`config.mk`:
```
export PLATFORM = sky130hd
export DESIGN_NAME = i2c_irq_unit
export DESIGN_NICKNAME = d
export VERILOG_FILES = /design/src/rtl/i2c_irq_pkg.sv /design/src/rtl/i2c_irq_rstsync.sv /design/src/rtl/i2c_irq_lsb_enc.sv /design/src/rtl/i2c_irq_status.sv /design/src/rtl/i2c_irq_unit.sv
export SDC_FILE = /design/constraint.sdc
export NUM_CORES = 1
export LEC_CHECK = 0
export BUFFER_PORTS_ARGS = -buffer_cell sky130_fd_sc_hd__buf_2
export CAP_MARGIN = 30
export CORE_ASPECT_RATIO = 1.4
export CORE_MARGIN = 8
export CORE_UTILIZATION = 50
export DETAILED_ROUTE_END_ITERATION = 10
export GPL_TIMING_DRIVEN = 0
export HOLD_SLACK_MARGIN = 0.02
export PLACE_DENSITY = 0.86
export SYNTH_ARGS = -nofsm -noshare
export SYNTH_HDL_FRONTEND = slang
export SYNTH_HIERARCHICAL = 1
export SYNTH_SLANG_ARGS = --single-unit
```
`constraint.sdc`:
```
create_clock -name clk_i -period 2.62 [get_ports clk_i]
set_input_delay 0.131 -clock clk_i [delete_from_list [all_inputs] [get_ports clk_i]]
set_output_delay 0.131 -clock clk_i [all_outputs]
set_load 0.02 [all_outputs]
```
`src/rtl/i2c_irq_pkg.sv`:
```
package i2c_irq_pkg;
  localparam int unsigned AW = 6;
  localparam int unsigned DW = 16;

  localparam logic [AW-1:0] OFS_REV  = 6'h00;
  localparam logic [AW-1:0] OFS_IE   = 6'h04;
  localparam logic [AW-1:0] OFS_STAT = 6'h08;
  localparam logic [AW-1:0] OFS_VEC  = 6'h0C;
  localparam logic [AW-1:0] OFS_TEST = 6'h3C;

  localparam logic [7:0]    REV_OLD     = 8'h11;
  localparam logic [7:0]    REV_NEW_MIN = 8'h34;
  localparam logic [DW-1:0] TEST_KEEP   = 16'hF80F;
  localparam int unsigned   TEST_FORCE_BIT = 11;
  localparam int unsigned   BUSY_BIT       = 12;
endpackage

```
`src/rtl/i2c_irq_rstsync.sv`:
```
module i2c_irq_rstsync #(
  parameter int unsigned STAGES = 2
) (
  input  logic clk_i,
  input  logic rst_ni,
  output logic rst_sync_no
);
  logic [STAGES-1:0] sync_q;

  always_ff @(posedge clk_i or negedge rst_ni) begin
    if (!rst_ni) sync_q <= '0;
    else         sync_q <= {sync_q[STAGES-2:0], 1'b1};
  end

  assign rst_sync_no = sync_q[STAGES-1];
endmodule

```
`src/rtl/i2c_irq_lsb_enc.sv`:
```
module i2c_irq_lsb_enc #(
  parameter int unsigned N  = 6,
  parameter int unsigned VW = $clog2(N + 1)
) (
  input  logic [N-1:0]  pend_i,
  output logic [VW-1:0] vec_o,
  output logic [N-1:0]  sel_o
);
  always_comb begin
    vec_o = '0;
    sel_o = '0;
    for (int i = N - 1; i >= 0; i--) begin
      if (pend_i[i]) begin
        vec_o = VW'(i + 1);
        sel_o = N'(1) << i;
      end
    end
  end
endmodule

```
`src/rtl/i2c_irq_status.sv`:
```
module i2c_irq_status #(
  parameter int unsigned W = 6
) (
  input  logic         clk_i,
  input  logic         rst_ni,
  input  logic [W-1:0] set_i,
  input  logic [W-1:0] clr_i,
  input  logic         fill_i,
  output logic [W-1:0] stat_o
);
  logic [W-1:0] stat_q, stat_d;
  logic         stat_en;

  always_comb begin
    stat_en = (|set_i) | (|clr_i) | fill_i;
    stat_d  = stat_q & ~clr_i;
    if (fill_i) stat_d = '1;
    stat_d  = stat_d | set_i;
  end

  always_ff @(posedge clk_i or negedge rst_ni) begin
    if (!rst_ni)      stat_q <= '0;
    else if (stat_en) stat_q <= stat_d;
  end

  assign stat_o = stat_q;
endmodule

```
`src/rtl/i2c_irq_unit.sv`:
```
module i2c_irq_unit
  import i2c_irq_pkg::*;
#(
  parameter logic [7:0]  REV_CODE = 8'h34,
  parameter int unsigned SRC_W    = 6
) (
  input  logic             clk_i,
  input  logic             rst_ni,
  input  logic             wr_en_i,
  input  logic             rd_en_i,
  input  logic [AW-1:0]    addr_i,
  input  logic [DW-1:0]    wdata_i,
  input  logic [SRC_W-1:0] evt_i,
  input  logic             bus_busy_i,
  output logic [DW-1:0]    rdata_o,
  output logic             irq_o
);
  localparam bit          IS_NEW = (REV_CODE >= REV_NEW_MIN);
  localparam int unsigned VW     = $clog2(SRC_W + 1);
  localparam logic [SRC_W-1:0] IE_KEEP = IS_NEW ? {SRC_W{1'b1}} : {1'b0, {(SRC_W-1){1'b1}}};

  logic             rst_sync_n;
  logic [SRC_W-1:0] stat_q, ie_q, ie_d, pend, vec_sel, clr;
  logic [DW-1:0]    test_q, test_d;
  logic [VW-1:0]    vec;
  logic             ie_en, test_en, fill, hit_ie, hit_stat, hit_vec, hit_test;

  i2c_irq_rstsync #(.STAGES(2)) u_rst (
    .clk_i(clk_i), .rst_ni(rst_ni), .rst_sync_no(rst_sync_n)
  );

  assign pend = stat_q & ie_q;

  i2c_irq_lsb_enc #(.N(SRC_W), .VW(VW)) u_enc (
    .pend_i(pend), .vec_o(vec), .sel_o(vec_sel)
  );

  always_comb begin
    hit_ie   = (addr_i == OFS_IE);
    hit_stat = (addr_i == OFS_STAT);
    hit_vec  = (addr_i == OFS_VEC);
    hit_test = (addr_i == OFS_TEST);

    ie_en   = wr_en_i & hit_ie;
    ie_d    = wdata_i[SRC_W-1:0] & IE_KEEP;
    test_en = wr_en_i & hit_test;
    test_d  = wdata_i & TEST_KEEP;

    clr  = '0;
    fill = 1'b0;
    if (IS_NEW) begin
      if (wr_en_i && hit_stat) clr = wdata_i[SRC_W-1:0];
      fill = test_en & wdata_i[TEST_FORCE_BIT];
    end else begin
      if (rd_en_i && hit_vec) clr = vec_sel;
    end
  end

  i2c_irq_status #(.W(SRC_W)) u_stat (
    .clk_i(clk_i), .rst_ni(rst_sync_n), .set_i(evt_i),
    .clr_i(clr), .fill_i(fill), .stat_o(stat_q)
  );

  always_ff @(posedge clk_i or negedge rst_sync_n) begin
    if (!rst_sync_n)  ie_q <= '0;
    else if (ie_en)   ie_q <= ie_d;
  end

  always_ff @(posedge clk_i or negedge rst_sync_n) begin
    if (!rst_sync_n)  test_q <= '0;
    else if (test_en) test_q <= test_d;
  end

  always_comb begin
    rdata_o = '0;
    unique case (addr_i)
      OFS_REV:  rdata_o = DW'(REV_CODE);
      OFS_IE:   rdata_o = DW'(ie_q);
      OFS_STAT: begin
        rdata_o = DW'(stat_q);
        rdata_o[BUSY_BIT] = bus_busy_i;
      end
      OFS_VEC:  rdata_o = IS_NEW ? '0 : DW'(vec);
      OFS_TEST: rdata_o = test_q;
      default:  rdata_o = '0;
    endcase
  end

  assign irq_o = |pend;
endmodule

```
* After elaboration in Yosys (flattened, before gate mapping) *
Cells that the tools add are included.

cells by class
  equality and inequality tests = 3
  bitwise operators = 9
  multiplexer cells = 3
  reductions and logical operators = 5

operator list
  cell                count
  $pmux 16 s4         1
  $reduce_or 6->1     3
  $and 6x6->6         2
  $mux 6              2
  $eq 6x3->1 const B  1
  $eq 6x4->1 const B  1
  $eq 6x6->1 const B  1
  $logic_not 6->1     1
  $not 6->6           1
  $or 6x6->6          1
  $and 1x1->1         3
  $or 1x1->1          2
  $logic_and 1x1->1   1

word-level totals
  input port bits = 33
  word-level logic and storage cells = 24
  register bits = 23
  output and inout port bits = 17

* Depth between registers and ports, before layout *
  depth after elaboration = 7
  gate-level depth with buffers = 5
  mapped depth without buffers = 4

* Hierarchy *
The synthesis kept the hierarchy.

by module, submodules not included
  module           instances  cells an instance  area an instance (µm²)  seq. area each (µm²)
  i2c_irq_unit     1          80                 933.4                   375.4
  i2c_irq_status   1          24                 225.2                   150.1
  i2c_irq_rstsync  1          3                  53.8                    50.0

* Least setup slack after synthesis *
Ideal clock, no wire load.

  path kind = input to register
  start = input port addr_i[1]
  end = register ie_q[0]
  buffers on the path = 1
  arrival = 1.154 ns
  cell stages on the path = 4
  setup slack = 1.341 ns
  required time = 2.495 ns
  library setup time = 0.125 ns
  cell sequence = nor4_4 -> and4b_1 -> buf_6 -> mux2_4

between the ends
  word-level cells in the longest chain between the ends = 2

ends and longest elaborated chain
  item                  RTL line            text
  start, declared       i2c_irq_unit.sv:11  input logic [AW-1:0] addr_i,
  $eq 6x3->1            i2c_irq_unit.sv:39  hit_ie = (addr_i == OFS_IE);
  $and 1x1->1           i2c_irq_unit.sv:44  ie_en = wr_en_i & hit_ie;
  end signal, assigned  i2c_irq_unit.sv:66  else if (ie_en) ie_q <= ie_d;
  end, declared         i2c_irq_unit.sv:23  logic [SRC_W-1:0] stat_q, ie_q, ie_d, pend, vec_sel, clr;

Every way passes these cells.
A chain may end at the register's enable or synchronous reset.

* Worst setup path after layout *
  start = input port addr_i[1]
  end = output port rdata_o[3]

between the ends
  word-level cells in the longest chain between the ends = 2
  elaborated cells on any way between the ends = 5
  those cells by class = eq/ne: 3; mux: 1; reduce/logical: 1

ends and longest elaborated chain
  item                                      RTL line            text
  $eq 6x6->1, or another cell as far along  i2c_irq_unit.sv:76  unique case (addr_i)
  $pmux 16 s4 (*)                           i2c_irq_unit.sv:76
  end, declared                             i2c_irq_unit.sv:15  output logic [DW-1:0] rdata_o,

Mark *: on every way between the ends. The rest lies on a longest branch, timed or not.

==> impl_metrics.ini <==
[logic_synthesis]
syn_area_per_cell_um2 = 11.3
synth_seq_area_share = 0.475
ys_types = 30
synth_warnings = 6
synth.ff_latch_count = 23
synth.cell_area_um2 = 1210
syn_inst = 107

[power_and_ir_drop]
p_int_uw = 516
power_frac_seq = 0.588
power_frac_comb = 0.181
leakagePower_nw = 0.869
p_sw_uw = 187
power.density_nw_per_um2 = 462
pwr-share-clk = 0.231
p_sw_frac = 0.266
vdd_drop_max_mv = 0.381

[detailed_routing]
wl_um = 3080
drtAntennaViolNets = 0
wl_met2_um = 1590
drc = 0
viasPerCell = 5.57
met1_length_um = 1250
wl_met3_um = 222
drtIter0Drc = 68
vias = 1008
avgRoutedWirePerCell_um = 17.0
highest_layer = met4
dr.pass1.iters = 4

[floorplan]
rows = 21
dieArea_um2 = 4280
start_util = 0.518
io_pins = 50
die_height_um = 74.3
core-area_um2 = 2340
dieWidth_um = 57.6

[clocking]
tritoncts = done
insertion_delay_ns = 0.31
cts_root_buffer = clkbuf_4
htreeDepth = 1
postCtsHoldBufs = 4
cts.path.max_buffers = 2
clkSlewWorstSetupHoldPaths_ns = 0.13
ctsResizeCount = 0
cts_made_buffers = 3
cts.sinks = 23
post_cts_buffers = 0

[sta]
fmax_mhz = 595
finalHoldViolCount = 0
max_slew_margin = 0.422
setup_viol = 0
tightest_slew_ns = 0.867
min_period_ns = 1.68
final.setup_skew_ns = 0.0104
drv_slew = 0
fin_hold_ws_ns = 0.0442
fin_setup_tns_ns = 0
rsz0062_at_grt = false
post-route-period-util = 0.641

[layout]
fillerInstances = 194
area_delta_synth_final_pct = 25.7
antenna-diode-count = 0
fin_nets = 192
drive_gt1_frac = 0.418

[grt]
grt.total_usage = 0.147
grt_max_degree = 22
grt_pass1_wl_um = 4980
grt_overflow = 0
antenna_found_initial = 0
grt_pass1_vias = 1127

[worst_setup_path]
required_ns = 2.49
critPathMaxFanout = 10
critPathKind = in -> out
rrSetupSlack_ns = 1.71
cp-start-kind = input port
end_kind = output port
arrival_ns = 1.55

[placed_design]
dpl.hpwl_um = 2410
finalWeightedCongestion = 0.898
io_buffers = 38

[flow_run]
max_cap_violations = 0

[worst_hold_path]
min_path_type = in -> reg

[run_status]
status = completed
synth_stat cells, drive strengths merged:
library cell  count  area, µm²
dfrtp            23        576
mux2             14        180
inv               9       33.8
and3              7       43.8
buf               7       53.8
o21ai             7       35.0
nor2              6       22.5
and2              4       25.0
and4b             4       40.0
a221o             3       30.0
a22oi             3       22.5
a21oi             2       10.0
conb              2       7.51
nor2b             2       12.5
nor3b             2       20.0
o21a              2       15.0
a21o              1       7.51
a22o              1       8.76
a32o              1       10.0
and3b             1       10.0
and4              1       8.76
clkbuf            1       3.75
nand2             1       3.75
nand2b            1       6.26
nand3             1       5.00
nor4              1       21.3
final timing paths:
check	from	endpoint	depth (start not counted)
max	addr_i[1]	rdata_o[3]	6
min	wdata_i[13]	test_q[13]	2
max reg2reg	u_rst/sync_q[1]	test_q[14]	0
min reg2reg	u_rst/sync_q[1]	test_q[0]	0
max in group asynchronous	u_rst/sync_q[1]	test_q[14]	0
min in group asynchronous	rst_ni	u_rst/sync_q[0]	2
kinds of logic after synthesis:
kind of cell,after synthesis,synth area share
muxes,14,0.149
and+or+nand+nor,31,0.181
buffers and inverters,17,0.0753
other,2,0.00619
AOI/OAI and AO/OA,20,0.115
DFF,23,0.475
critical path, stage by stage:
cell and delay, ns:
buf_2 0.13, nor4_4 0.48, and3b_2 0.25, buf_2 0.20
a221o_1 0.18, buf_2 0.17
flip-flops by register name (all words and copies together), names as in the netlist:
signal	cells
test_q	9
ie_q	6
u_stat/stat_o	6
u_rst/sync_q	2
area by class of cell:
class	instances	area, µm²	area share
clock inverters	1	5.00	0.00328
clock buffers	3	22.5	0.0148
plain buffers	8	57.6	0.0378
repair buffers	43	240	0.158
well taps	23	28.8	0.0189
flip-flops and latches	23	576	0.378
multi-input cells	71	561	0.368
inverters	9	33.8	0.0222
per-layer routing:
metal  GRT usage  vias to the layer above
li1            -                      470
met3      0.0467                        4
met5           0                        -
met4      0.0475                        0
met2       0.265                       36
met1       0.158                      498
placed cells by master (no fill, tap or decap), types with 2 or more instances in the layout:
master / synthesis / routed
a21oi_1: 2 / 2
a221o_1: 3 / 3
a22oi_1: 3 / 3
and2_1: 4 / 4
and3_1: 7 / 7
and4b_1: 4 / 4
buf_2: 1 / 39
buf_4: 5 / 5
clkbuf_4: 0 / 3
conb_1: 2 / 6
dfrtp_1: 23 / 23
dlygate4sd3_1: 0 / 5
inv_1: 9 / 9
mux2_2: 8 / 8
mux2_4: 6 / 6
nor2_1: 6 / 6
nor2b_1: 2 / 2
o21a_1: 2 / 2
o21ai_0: 7 / 7
stage by stage:
step | total power, mW | util | setup WS (ns) | std cells | instance area (µm²)
after global routing | 0.740 | 0.652 | 0.910 | 181 | 1520
after global placement | 0.534 | 0.619 | 0.999 | 172 | 1450
after detailed placement | 0.542 | 0.619 | 0.971 | 172 | 1450
after CTS | 0.708 | 0.647 | 0.950 | 180 | 1510
final | 0.704 | 0.652 | 0.940 | 181 | 1520
after floorplan | 0.491 | - | 1.34 | 111 | 1230
power by group through the flow:
| stage | Sequential (mW) | Clock (mW) | Combinational [mW] |
|---|---|---|---|
| detailed placement | 0.420 | 0 | 0.122 |
| floorplan | 0.411 | 0 | 0.0798 |
| CTS | 0.414 | 0.168 | 0.127 |
| global placement | 0.416 | 0 | 0.117 |
| finish | 0.414 | 0.162 | 0.128 |
| global route | 0.418 | 0.184 | 0.138 |
Power figures use the tool's default switching activity.
